===== src/rtl/wdg_pkg.sv =====
// Package wdg_pkg
// Shared key constants and the divider-code decode for the watchdog.
// Assumes a 16-bit key port and a 3-bit divider code.
package wdg_pkg;
    localparam int KEY_W       = 16;
    localparam int DIV_CODE_W  = 3;
    localparam int DIV_MAX     = 6;
    localparam int DIV_CNT_W   = DIV_MAX + 2;

    localparam logic [KEY_W-1:0] KEY_UNLOCK = 16'h5555;
    localparam logic [KEY_W-1:0] KEY_KICK   = 16'hAAAA;
    localparam logic [KEY_W-1:0] KEY_START  = 16'hCCCC;

    // Terminal count (divisor minus one) for a divider code; codes above DIV_MAX clamp.
    function automatic logic [DIV_CNT_W-1:0] div_last(input logic [DIV_CODE_W-1:0] code);
        int eff;
        eff = (int'(code) > DIV_MAX) ? DIV_MAX : int'(code);
        return DIV_CNT_W'((1 << (eff + 2)) - 1);
    endfunction
endpackage


===== src/rtl/wdg_key_unit.sv =====
// Module wdg_key_unit
// Decodes key writes into unlock, kick and start actions. Holds the
// write-protected divider and reload registers and the running state.
// Assumes that at most one strobe of each kind is active per clock.
module wdg_key_unit
    import wdg_pkg::*;
#(
    parameter int RLD_W = 12
) (
    input  logic                  clk,
    input  logic                  rst_n,
    input  logic                  key_wr,
    input  logic [KEY_W-1:0]      key_data,
    input  logic                  div_wr,
    input  logic [DIV_CODE_W-1:0] div_data,
    input  logic                  reload_wr,
    input  logic [RLD_W-1:0]      reload_data,
    output logic [DIV_CODE_W-1:0] div_q,
    output logic [RLD_W-1:0]      rld_q,
    output logic                  running_q,
    output logic                  load
);
    logic unlock_q;
    logic key_start;
    logic key_kick;

    assign key_start = key_wr && (key_data == KEY_START);
    assign key_kick  = key_wr && (key_data == KEY_KICK);
    assign load      = key_start || key_kick;

    // Unlock state: set by the unlock key, cleared by any other key.
    always_ff @(posedge clk) begin
        if (!rst_n)      unlock_q <= 1'b0;
        else if (key_wr) unlock_q <= (key_data == KEY_UNLOCK);
    end

    // Protected configuration registers.
    always_ff @(posedge clk) begin
        if (!rst_n) begin
            div_q <= '0;
            rld_q <= '1;
        end else begin
            if (div_wr && unlock_q)    div_q <= div_data;
            if (reload_wr && unlock_q) rld_q <= reload_data;
        end
    end

    // Running state: set by the start key, only a system reset clears it.
    always_ff @(posedge clk) begin
        if (!rst_n)         running_q <= 1'b0;
        else if (key_start) running_q <= 1'b1;
    end


    locked_rld_chk: assert property (@(posedge clk) disable iff (!rst_n)
        (reload_wr && !unlock_q) |=> $stable(rld_q));

    locked_div_chk: assert property (@(posedge clk) disable iff (!rst_n)
        (div_wr && !unlock_q) |=> $stable(div_q));

    no_stop_chk: assert property (@(posedge clk) disable iff (!rst_n)
        running_q |=> running_q);
endmodule


===== src/rtl/wdg_prescaler.sv =====
// Module wdg_prescaler
// Power-of-two clock divider that produces a one-clock tick every
// 2^(code+2) clocks while enabled. A restart clears the phase.
module wdg_prescaler
    import wdg_pkg::*;
(
    input  logic                  clk,
    input  logic                  rst_n,
    input  logic                  restart,
    input  logic                  run,
    input  logic [DIV_CODE_W-1:0] code,
    output logic                  tick
);
    logic [DIV_CNT_W-1:0] phase_q;
    logic [DIV_CNT_W-1:0] last;

    assign last = div_last(code);
    assign tick = run && !restart && (phase_q == last);

    // Divider phase counter.
    always_ff @(posedge clk) begin
        if (!rst_n || restart) phase_q <= '0;
        else if (tick)         phase_q <= '0;
        else if (run)          phase_q <= phase_q + 1'b1;
    end
endmodule


===== src/rtl/wdg_counter.sv =====
// Module wdg_counter
// 12-bit down-counter that steps once per tick. Stepping below zero
// raises an underflow strobe, refills the counter and starts a reset
// request pulse of RST_CYCLES clocks.
module wdg_counter #(
    parameter int RLD_W      = 12,
    parameter int RST_CYCLES = 4
) (
    input  logic             clk,
    input  logic             rst_n,
    input  logic             tick,
    input  logic             load,
    input  logic             running,
    input  logic [RLD_W-1:0] rld,
    output logic [RLD_W-1:0] cnt_q,
    output logic             underflow,
    output logic             rst_req
);
    localparam int PW = $clog2(RST_CYCLES + 1);

    logic [PW-1:0] pulse_q;

    assign underflow = tick && running && !load && (cnt_q == '0);
    assign rst_req   = (pulse_q != '0);

    // Count register: load on a key, decrement on a tick, refill on underflow.
    always_ff @(posedge clk) begin
        if (!rst_n)                cnt_q <= '1;
        else if (load)             cnt_q <= rld;
        else if (underflow)        cnt_q <= rld;
        else if (tick && running)  cnt_q <= cnt_q - 1'b1;
    end

    // Reset request pulse stretcher.
    always_ff @(posedge clk) begin
        if (!rst_n)                pulse_q <= '0;
        else if (underflow)        pulse_q <= PW'(RST_CYCLES);
        else if (pulse_q != '0)    pulse_q <= pulse_q - 1'b1;
    end


    timeout_req_chk: assert property (@(posedge clk) disable iff (!rst_n)
        underflow |=> rst_req);

    count_step_chk: assert property (@(posedge clk) disable iff (!rst_n)
        (tick && running && !load && cnt_q != '0) |=> (cnt_q == $past(cnt_q) - 1'b1));
endmodule


===== src/rtl/keyed_watchdog.sv =====
// Module keyed_watchdog
// Top of the key-protected watchdog: key unit, divider, counter and a
// reset-cause flag held in the power-on reset domain, so it outlives
// the system reset that the watchdog requests.
module keyed_watchdog
    import wdg_pkg::*;
#(
    parameter int RLD_W      = 12,
    parameter int RST_CYCLES = 4
) (
    input  logic                  clk,
    input  logic                  rst_n,
    input  logic                  por_n,
    input  logic                  key_wr,
    input  logic [KEY_W-1:0]      key_data,
    input  logic                  div_wr,
    input  logic [DIV_CODE_W-1:0] div_data,
    input  logic                  reload_wr,
    input  logic [RLD_W-1:0]      reload_data,
    input  logic                  flag_clr,
    output logic                  running,
    output logic                  rst_req,
    output logic                  cause_flag,
    output logic [DIV_CODE_W-1:0] div_code,
    output logic [RLD_W-1:0]      reload_val,
    output logic [RLD_W-1:0]      count
);
    logic load;
    logic tick;
    logic underflow;

    wdg_key_unit #(.RLD_W(RLD_W)) u_keys (
        .clk(clk), .rst_n(rst_n),
        .key_wr(key_wr), .key_data(key_data),
        .div_wr(div_wr), .div_data(div_data),
        .reload_wr(reload_wr), .reload_data(reload_data),
        .div_q(div_code), .rld_q(reload_val),
        .running_q(running), .load(load)
    );

    wdg_prescaler u_div (
        .clk(clk), .rst_n(rst_n), .restart(load),
        .run(running), .code(div_code), .tick(tick)
    );

    wdg_counter #(.RLD_W(RLD_W), .RST_CYCLES(RST_CYCLES)) u_cnt (
        .clk(clk), .rst_n(rst_n), .tick(tick), .load(load),
        .running(running), .rld(reload_val),
        .cnt_q(count), .underflow(underflow), .rst_req(rst_req)
    );

    // Reset-cause flag: set on timeout, cleared by strobe or power-on reset.
    always_ff @(posedge clk) begin
        if (!por_n)         cause_flag <= 1'b0;
        else if (underflow) cause_flag <= 1'b1;
        else if (flag_clr)  cause_flag <= 1'b0;
    end


    cause_set_chk: assert property (@(posedge clk) disable iff (!por_n || !rst_n)
        underflow |=> cause_flag);
endmodule


===== config.mk =====
export PLATFORM = sky130hd
export DESIGN_NAME = keyed_watchdog
export DESIGN_NICKNAME = d
export VERILOG_FILES = /design/src/rtl/wdg_pkg.sv /design/src/rtl/wdg_key_unit.sv /design/src/rtl/wdg_prescaler.sv /design/src/rtl/wdg_counter.sv /design/src/rtl/keyed_watchdog.sv
export SDC_FILE = /design/constraint.sdc
export NUM_CORES = 1
export LEC_CHECK = 0
export ABC_AREA = 1
export BUFFER_PORTS_ARGS = -buffer_cell sky130_fd_sc_hd__buf_2
export CELL_PAD_IN_SITES_DETAIL_PLACEMENT = 0
export CELL_PAD_IN_SITES_GLOBAL_PLACEMENT = 1
export CORE_MARGIN = 2
export CORE_UTILIZATION = 37
export CTS_CLUSTER_SIZE = 20
export DETAILED_ROUTE_END_ITERATION = 8
export PLACE_DENSITY_LB_ADDON = 0.08
export SYNTH_ARGS = -nofsm -noshare
export SYNTH_HDL_FRONTEND = slang
export SYNTH_SLANG_ARGS = --single-unit

===== constraint.sdc =====
create_clock -name clk -period 2.2 [get_ports clk]
set_input_delay 0.33 -clock clk [delete_from_list [all_inputs] [get_ports clk]]
set_output_delay 0.33 -clock clk [all_outputs]
set_load 0.03 [all_outputs]

[Word-level counts from Yosys, hierarchy flattened]
Cells that the tools add are included.
Cells by class
  magnitude comparators: 1
  multiplexer cells: 8
  add/subtract/negate cells: 5
  bitwise logic cells: 1
  equality and inequality tests: 4
  reductions and logical operators: 20
  multipliers: 0
  shift-type cells: 1
  divide/modulo/power cells: 0
Operators with widths (number)
  $mux 12: 3
  $add 32x3->32 const B: 1
  $eq 16x16->1 const B: 2
  $shl 1x32->8 const A: 1
  $eq 16x15->1 const B: 1
  $logic_not 12->1: 1
  $sub 12x1->12 const B: 1
  $logic_and 1x1->1: 9
  $mux 3: 3
  $add 8x1->8 const B: 1
  $eq 8x8->1: 1
  $sub 8x2->8 const B: 1
  $reduce_bool 3->1: 2
  $reduce_bool 2->1: 2
  $reduce_or 2->1: 2
  $gt 3x3->1 const B: 1
  $sub 3x1->3 const B: 1
  $logic_not 1->1: 2
  $logic_or 1x1->1: 2
  $mux 1: 2
  $not 1->1: 1
Storage, ports and cells
  RAM bits: 0
  bits in read-only memories: 0
  bits in latches: 0
  register bits: 41
  logic and storage cells: 49
  memories: 0
  bits of input ports: 38

[Logic depth before layout (Yosys ltp)]
Gate-level depths: netlist of the first run.
  depth after elaboration: 12
  gate-level depth with buffers: 16

[Hierarchy]
From an unflattened synthesis of the first run, not the netlist that was laid out.
Unflattened totals
  cell total of the unflattened synthesis: 423
  area total of the unflattened synthesis: 2652.5 um^2
Modules (own cells, without submodules)
  wdg_counter: instances 1, cells each 198, area each 1191.1 um^2
  wdg_key_unit: instances 1, cells each 120, area each 803.3 um^2
  wdg_prescaler: instances 1, cells each 99, area each 614.3 um^2
  keyed_watchdog: instances 1, cells each 6, area each 43.8 um^2

[Worst setup path after synthesis of the first run]
OpenSTA, ideal clock, no wires.
  path kind: register to register
  from: register u_keys.div_q[1]
  to: register u_cnt.cnt_q[11]
  data required time: 2.066 ns
  period minus slack after synthesis: 2.107 ns
  setup time: 0.134 ns
  setup slack: 0.093 ns
  path buffers: 1
  stages on the path, launching flop included: 17
  data arrival time: 1.973 ns
  path through: dfxtp_1 -> inv_2 -> ha_1 -> inv_1 -> nor2_2 -> nand2_1 -> nand2_1 -> nand2_1 -> nand2_1 -> nand2_1 -> nor2_2 -> nand3_4 -> nand2_4 -> buf_12 -> nand2_2 -> nand3_1 -> nand3_1
Between the ends
  word-level cells in the longest chain between the ends: 12
RTL lines
  from (decl): line wdg_key_unit.sv:18  | output logic [DIV_CODE_W-1:0] div_q,
  from (signal assigned): line wdg_key_unit.sv:43  | if (div_wr && unlock_q) div_q <= div_data;
  $gt 3x3->1: line wdg_pkg.sv:17  | eff = (int'(code) > DIV_MAX) ? DIV_MAX : int'(code);
  $mux 3 (*): line wdg_pkg.sv:17
  $add 32x3->32 (*): line wdg_pkg.sv:18  | return DIV_CNT_W'((1 << (eff + 2)) - 1);
  $shl 1x32->8 (*): line wdg_pkg.sv:18
  $sub 8x2->8 (*): line wdg_pkg.sv:18
  $eq 8x8->1 (*): line wdg_prescaler.sv:18  | assign tick = run && !restart && (phase_q == last);
  $logic_and 1x1->1 (*): line wdg_prescaler.sv:18
  $logic_and 1x1->1 (*): line wdg_counter.sv:23, wdg_counter.sv:31
  $logic_and 1x1->1 (2 in a row): line wdg_counter.sv:23  | assign underflow = tick && running && !load && (cnt_q == '0);
  $mux 12: line wdg_counter.sv:30  | else if (underflow) cnt_q <= rld;
  $mux 12: line wdg_counter.sv:29  | else if (load) cnt_q <= rld;
  to (signal assigned): line wdg_counter.sv:29
  to (signal assigned): line wdg_counter.sv:30
  to (signal assigned): line wdg_counter.sv:31  | else if (tick && running) cnt_q <= cnt_q - 1'b1;
  to (decl): line wdg_counter.sv:15  | output logic [RLD_W-1:0] cnt_q,
Every way passes the cells marked *; elsewhere a longest branch is shown, timed or not.
A chain may end at the register's enable or synchronous reset.

[Worst setup path in the final report of the first run]
  from: register u_keys.div_q[2]
  to: register u_cnt.cnt_q[6]
The elaborated chain is that of the path after synthesis.

==> results of run 1 <==
## worst paths after layout
check | from | endpoint | slack, ps | cells after the start
hold reg to reg | u_cnt.pulse_q[0]$_SDFFE_PP0P_ | u_cnt.pulse_q[0]$_SDFFE_PP0P_ | 460 | 2
setup reg to reg | u_keys.div_q[2]$_SDFFE_PN0P_ | u_cnt.cnt_q[6]$_SDFFE_PN1P_ | 150 | 15
setup / recovery | u_keys.div_q[2]$_SDFFE_PN0P_ | u_cnt.cnt_q[6]$_SDFFE_PN1P_ | 150 | 15
hold / removal | reload_data[5] | u_keys.rld_q[5]$_SDFFE_PN1P_ | 240 | 3
## worst register-to-register path, cell delays in order (launching register included)
cell and delay [ps]:
dfxtp_1 370, inv_2 70, ha_1 270, inv_1 60, nor2_2 120, nand2_1 70, nand2_1 80, nand2_1 50
nand2_1 80, nand2_1 90, nor2_4 140, nand3_4 150, buf_4 220, nand3b_1 90, nand3_1 80, nand2_1 70
## Yosys cell counts (3+ instances only)
library cell | instances | area share
a21oi_1 | 11 | 0.021
clkbuf_1 | 4 | 0.0057
dfxtp_1 | 41 | 0.31
ha_1 | 8 | 0.038
inv_1 | 56 | 0.080
inv_2 | 14 | 0.020
nand2_1 | 79 | 0.11
nand2_2 | 9 | 0.022
nand3_1 | 54 | 0.10
nand3b_1 | 6 | 0.017
nand4_1 | 7 | 0.017
nor2_1 | 48 | 0.069
nor2_2 | 5 | 0.012
nor3_1 | 6 | 0.011
o211ai_1 | 12 | 0.034
o21ai_0 | 6 | 0.011
xnor2_1 | 3 | 0.010
xor2_1 | 12 | 0.040
## power groups by stage
| stage | combinational, mW | sequential [mW] | clock, mW |
|---|---|---|---|
| after global routing | 0.267 | 0.773 | 0.674 |
| after CTS | 0.241 | 0.771 | 0.651 |
| after global placement | 0.235 | 0.788 | 0 |
| after floorplan | 0.158 | 0.787 | 0 |
| final | 0.235 | 0.770 | 0.632 |
| after detailed placement | 0.241 | 0.788 | 0 |
## layout by cell type, fill, tap and decap left out, types with 2 or more instances in the layout
cell / netlist / routed
nand3_2: 2 / 2
nand2_2: 9 / 9
nor2_2: 5 / 4
nand2_1: 79 / 79
nor2_4: 1 / 2
clkbuf_8: 0 / 5
a21oi_1: 11 / 11
dfxtp_1: 41 / 40
nor2_1: 48 / 48
xor2_1: 12 / 12
nor3_1: 6 / 6
buf_4: 0 / 5
o211ai_1: 12 / 12
nand3b_1: 6 / 6
nor3b_1: 2 / 2
o21ai_0: 6 / 6
inv_2: 14 / 14
buf_2: 0 / 67
ha_1: 8 / 8
nand3_1: 54 / 54
xnor2_1: 3 / 3
inv_1: 56 / 56
nand4_1: 7 / 7
## what timing repair did
action | in CTS | in global routing
setup buffers | 0 | 1
hold buffers | 0 | 0
hold endpoints to repair | 0 | 0
endpoints found under the setup margin | 0 | 12
gates resized for setup | 0 | 3
## layout make-up
cell class,count,area [µm²],area share
timing repair buffer,72,373,0.117
multi-input combinational,277,1490,0.468
tap,96,120,0.0377
clock inverter,3,46.3,0.0145
inverter,70,263,0.0825
sequential,41,822,0.258
clock buffer,5,68.8,0.0216
## registers in the layout, indices dropped and copies added, names as in the netlist
name / flops
u_cnt.pulse_q: 3
u_cnt.cnt_q: 12
u_keys.unlock_q: 1
u_keys.div_q: 3
u_keys.running_q: 1
u_div.phase_q: 8
u_keys.rld_q: 12
cause_flag: 1
## logic make-up (layout without fill, tap and decap cells)
family                     Yosys count  count (layout)  share of synthesized area
and+or+nand+nor                    222             222                      0.400
xor gates and xnor gates            15              15                     0.0503
AOI/OAI and AO/OA                   32              32                     0.0766
buffers and inverters               78             150                      0.121
DFF                                 41              41                      0.314
adders and majority gates            8               8                     0.0383
## through the flow
stage | hold WS (ps) | worst slack [ps] | instances | instance area, µm² | setup TNS, ps
2_1_floorplan | 435 | 93.0 | 396 | 2610 | 0
3_3_place_gp | 446 | 154 | 555 | 3050 | 0
5_1_grt | 238 | -3.43 | 564 | 3180 | -3.43
3_5_place_dp | 454 | 116 | 555 | 3050 | 0
4_1_cts | 236 | 74.7 | 563 | 3160 | 0
6_report | 239 | 150 | 564 | 3180 | 0
## layer usage
layer | GRT usage | wire [µm] | share of wire | vias up
met1 | 0.255 | 3500 | 0.53 | 1149
li1 | - | - | - | 1394
met3 | 0.0377 | 354 | 0.053 | 6
met2 | 0.264 | 2710 | 0.41 | 59
met4 | 0.0372 | 55 | 0.0083 | 0
met5 | 0 | 0 | 0 | -
==> impl_metrics.yaml, run 1 <==
clock_tree:
  numCtsBuffers: 5
  path_clk_slew_ps: 90
  cts_root_buffer: "clkbuf_8"
  clock_path_buffers: 2
  cts_tree: "done"
  cts.htree.levels: 2
  insertion_delay_ps: 300
  clock_sinks: 41
outcome:
  outcome: "finished clean"
logic_synthesis:
  syn-instance-count: 396
  async_flop_share: 0
  ys_seq_area_frac: 0.314
  yosysWarnings: 0
  synth-seq-cells: 41
  syn_area_um2: 2610
  synth_edf_count: 0
  syn_nets: 442
  avgSynthCellArea_um2: 6.60
  synthFlopType: "dfxtp_1"
  synthDistinctLibCells: 30
power_and_ir_drop:
  p_int_mw: 1.19
  pwr-share-seq: 0.470
  clkPwrFrac: 0.386
  powerDensity_nw_per_um2: 515
  p_leak_nw: 1.57
  combPwrFrac: 0.144
  p_switching_mw: 0.444
  ir_drop_uv: 187
  swShare: 0.271
  power_mw: 1.64
critical_path:
  start_kind: "register"
  crit_slowest_cell: "dfxtp_1"
  cp_common_cell: "nand2_1"
  worstSetupPathType: "register to register"
  cp-end-kind: "register"
  path_delay_family: "simple AND/OR/NAND/NOR gates"
  crit_path_max_incr_delay_ps: 370
  crit_chain: "inv_2, ha_1, inv_1, nor2_2, nand2_1, nand2_1, nand2_1, nand2_1, nand2_1, nor2_4, nand3_4, buf_4, nand3b_1, nand3_1, nand2_1"
  crit_fanout: 9
  arrival_ps: 2300
  cp.required_ps: 2450
  worstPathBufferInverterCount: 3
timing:
  worst_pin_slew_ps: 633
  hold_viol_final: 0
  maxSlewHeadroom: 0.577
  fin_crit_sh: 0.932
  clock.fmax_ghz: 0.488
  finalMaxSlewViolations: 0
  clock_skew_ps: 11.4
  period_needed_ps: 2050
  setup_viol: 0
routing:
  drc: 0
  drtIter0Drc: 112
  finalWirelength_um: 6630
  routedWlPerCell_um: 11.7
  ant_nets: 0
  vias_per_cell: 4.62
  first_pass_iters: 4
  vias: 2608
floorplan:
  initial_core_util: 0.383
  core_um2: 6830
  top_level_ports: 68
  die_area_um2: 7750
  dieWidth_um: 88.1
  fp.dieH_um: 88.1
  rows: 30
cells_and_area:
  diodes: 0
  final_core_util: 0.466
  final_nets: 513
  drive_above_1_share: 0.248
  area_delta_synth_final_pct: 21.8
  fillers: 783
global_route:
  grt_use_total: 0.174
  grt_pass1_vias: 2292
  overflow: 0
  grt_first_pass_wirelength_um: 10800
  antenna_found_initial: 0
  grt_max_degree: 25
flow_run:
  cap_violations: 0
placed_design:
  dp_hpwl_um: 5120
  portBuffers: 67
  gp_congestion: 0.840
hold_path:
  min_path_type: "primary input to register"
No activity file was read; power rests on OpenSTA's default activity.
==> run 2, diff against run 1 <==
Settings changed: ABC_AREA 1 to not set.
Clock period 2.2 ns to 2.34 ns, I/O delays scaled along.
==> impl_metrics.yaml, run 2 <==
power_and_ir_drop:
  p_int_mw: 1.01
  p_leak_nw: 1.29
  pwr-share-seq: 0.526
  p_switching_mw: 0.355
  ir_drop_uv: 439
  combPwrFrac: 0.141
  powerDensity_nw_per_um2: 458
  swShare: 0.261
  clkPwrFrac: 0.333
routing:
  drc: 0
  drtIter0Drc: 91
  vias_per_cell: 5.08
  first_pass_iters: 4
  routedWlPerCell_um: 13.5
  ant_nets: 0
  vias: 2201
  finalWirelength_um: 5840
floorplan:
  dieWidth_um: 81.8
  top_level_ports: 68
  fp.dieH_um: 81.8
  initial_core_util: 0.380
  core_um2: 5890
  rows: 28
  die_area_um2: 6690
cells_and_area:
  ff_latch_area_um2: 828
  largestRegisters: "u_cnt.cnt_q: 12 flops, u_keys.rld_q: 12 flops, u_div.phase_q: 8 flops"
  multiInputGateArea_um2: 1390
  final_common_cell: "buf_2"
  final_nets: 403
  area_delta_synth_final_pct: 33.0
  final_core_util: 0.506
  fillers: 614
  drive_above_1_share: 0.346
  final_cell_mix: "68 x buf_2, 44 x nand2_1, 39 x dfxtp_1"
  diodes: 0
logic_synthesis:
  syn_nets: 315
  async_flop_share: 0
  synth_common_cells: "44 x nand2_1, 41 x dfxtp_1, 21 x nand3_1, 21 x nor2_1, 13 x a21oi_1"
  yosysWarnings: 0
  synthMostInstantiatedCell: "nand2_1"
  synthFlopType: "dfxtp_1"
  syn-instance-count: 269
  syn_area_um2: 2240
  synth_edf_count: 0
  synth_area_leaders: "dfxtp_1 37%, nand2_1 7.4%, nand3_1 4.7%"
  synthDistinctLibCells: 51
  avgSynthCellArea_um2: 8.32
  synth-seq-cells: 41
  yosysTopAreaCellShare: 0.367
  yosys.area.top_type: "dfxtp_1"
  ys_seq_area_frac: 0.367
timing:
  finalMaxSlewViolations: 0
  maxSlewHeadroom: 0.719
  setup_viol: 0
  setup_tns_ps: 0
  period_needed_ps: 2330
  worst_pin_slew_ps: 422
  clock.fmax_ghz: 0.428
  fin_crit_sh: 0.998
  hold_viol_final: 0
  holdWs_ps: 260
  clock_skew_ps: 9.60
  rsz0062_at_grt: "yes"
clock_tree:
  clock_path_buffers: 2
  path_clk_slew_ps: 80
  numCtsBuffers: 5
  cts.htree.levels: 2
  clock_sinks: 41
  cts_root_buffer: "clkbuf_8"
  cts_tree: "done"
  holdBufCountCts: 0
  insertion_delay_ps: 290
global_route:
  grt_first_pass_wirelength_um: 9500
  overflow: 0
  grt_use_total: 0.182
  grt_max_degree: 20
  grt_pass1_vias: 1991
  antenna_found_initial: 0
hold_path:
  min_path_cells: 3
  min_path_type: "primary input to register"
flow_run:
  cap_violations: 0
critical_path:
  cp.required_ps: 2500
  ff2ff_path_depth: 7
  start_kind: "register"
  arrival_ps: 2500
  cp-end-kind: "register"
  worstSetupPathType: "register to register"
  crit_fanout: 6
outcome:
  outcome: "finished clean"
placed_design:
  dp_hpwl_um: 4400
  portBuffers: 67
  gp_congestion: 0.779
[run 2: cell count changes after synthesis, moves of 6 or more]
cell,change
nand2_1,-35
mux2i_1,+6
nand3_1,-33
nand2_2,-8
nor4bb_1,+7
nor2_1,-27
inv_1,-44
inv_2,-14
o211ai_1,-9
[run 2: cell families after synthesis]
kind of cell / synth area share
simple gates: 0.340
compound gates: 0.134
xor+xnor: 0.0509
buf+inv: 0.0369
fa+ha+maj: 0.0447
mux: 0.0268
flops: 0.367
[run 2: critical path: stages (launching register included)]
cell and delay, ps:
dfxtp_4 390, inv_4 40, ha_4 230, or4_1 390, a221o_2 450, or3_4 390
o41ai_2 200, a31oi_1 110
[run 2: final timing paths]
path / start / to / slack (ps)
max: u_keys.div_q[2]$_SDFFE_PN0P_ / u_cnt.cnt_q[4]$_SDFFE_PN1P_ / 6
min: reload_data[9] / u_keys.rld_q[9]$_SDFFE_PN1P_ / 260
max reg2reg: u_keys.div_q[2]$_SDFFE_PN0P_ / u_cnt.cnt_q[4]$_SDFFE_PN1P_ / 6
min reg2reg: cause_flag$_SDFFE_PN0P_ / cause_flag$_SDFFE_PN0P_ / 480
[run 2: area by class of cell]
type	instances	share of cell area
clock buffer	5	0.0231
timing repair buffer	90	0.178
clock inverter	3	0.00588
sequential	41	0.278
inverter	12	0.0160
tap	75	0.0315
multi-input combinational	207	0.467
[run 2: through the flow]
step / instances / total power, mW / area (µm²) / setup slack (ps)
final: 433 / 1.36 / 2980 / 5.58
after global routing: 433 / 1.44 / 2980 / -69.1
after CTS: 430 / 1.38 / 2930 / 5.15
after detailed placement: 421 / 0.930 / 2830 / -7.25
after global placement: 421 / 0.924 / 2830 / 34.5
after floorplan: 269 / 0.859 / 2290 / 22.1
[run 2: layer usage]
layer / global-route usage / up-vias / routed length [µm]
met4: 0.0367 / 0 / 27
met3: 0.0341 / 2 / 221
met1: 0.246 / 1031 / 2830
li1: - / 1125 / -
met2: 0.302 / 43 / 2770
met5: 0 / - / 0
[run 2: power by group through the flow]
stage | combinational (mW) | clock (mW) | sequential (mW)
floorplan | 0.126 | 0 | 0.732
global placement | 0.191 | 0 | 0.733
detailed placement | 0.197 | 0 | 0.733
CTS | 0.197 | 0.471 | 0.716
global route | 0.221 | 0.504 | 0.719
finish | 0.192 | 0.454 | 0.716
[run 2: repair_timing]
item                       CTS  global route
hold endpoints to repair     0             0
buffers inserted             1             2
pin swaps                    1             3
resized for setup            0             7
cloned                       0             1
setup endpoints to repair    3            17
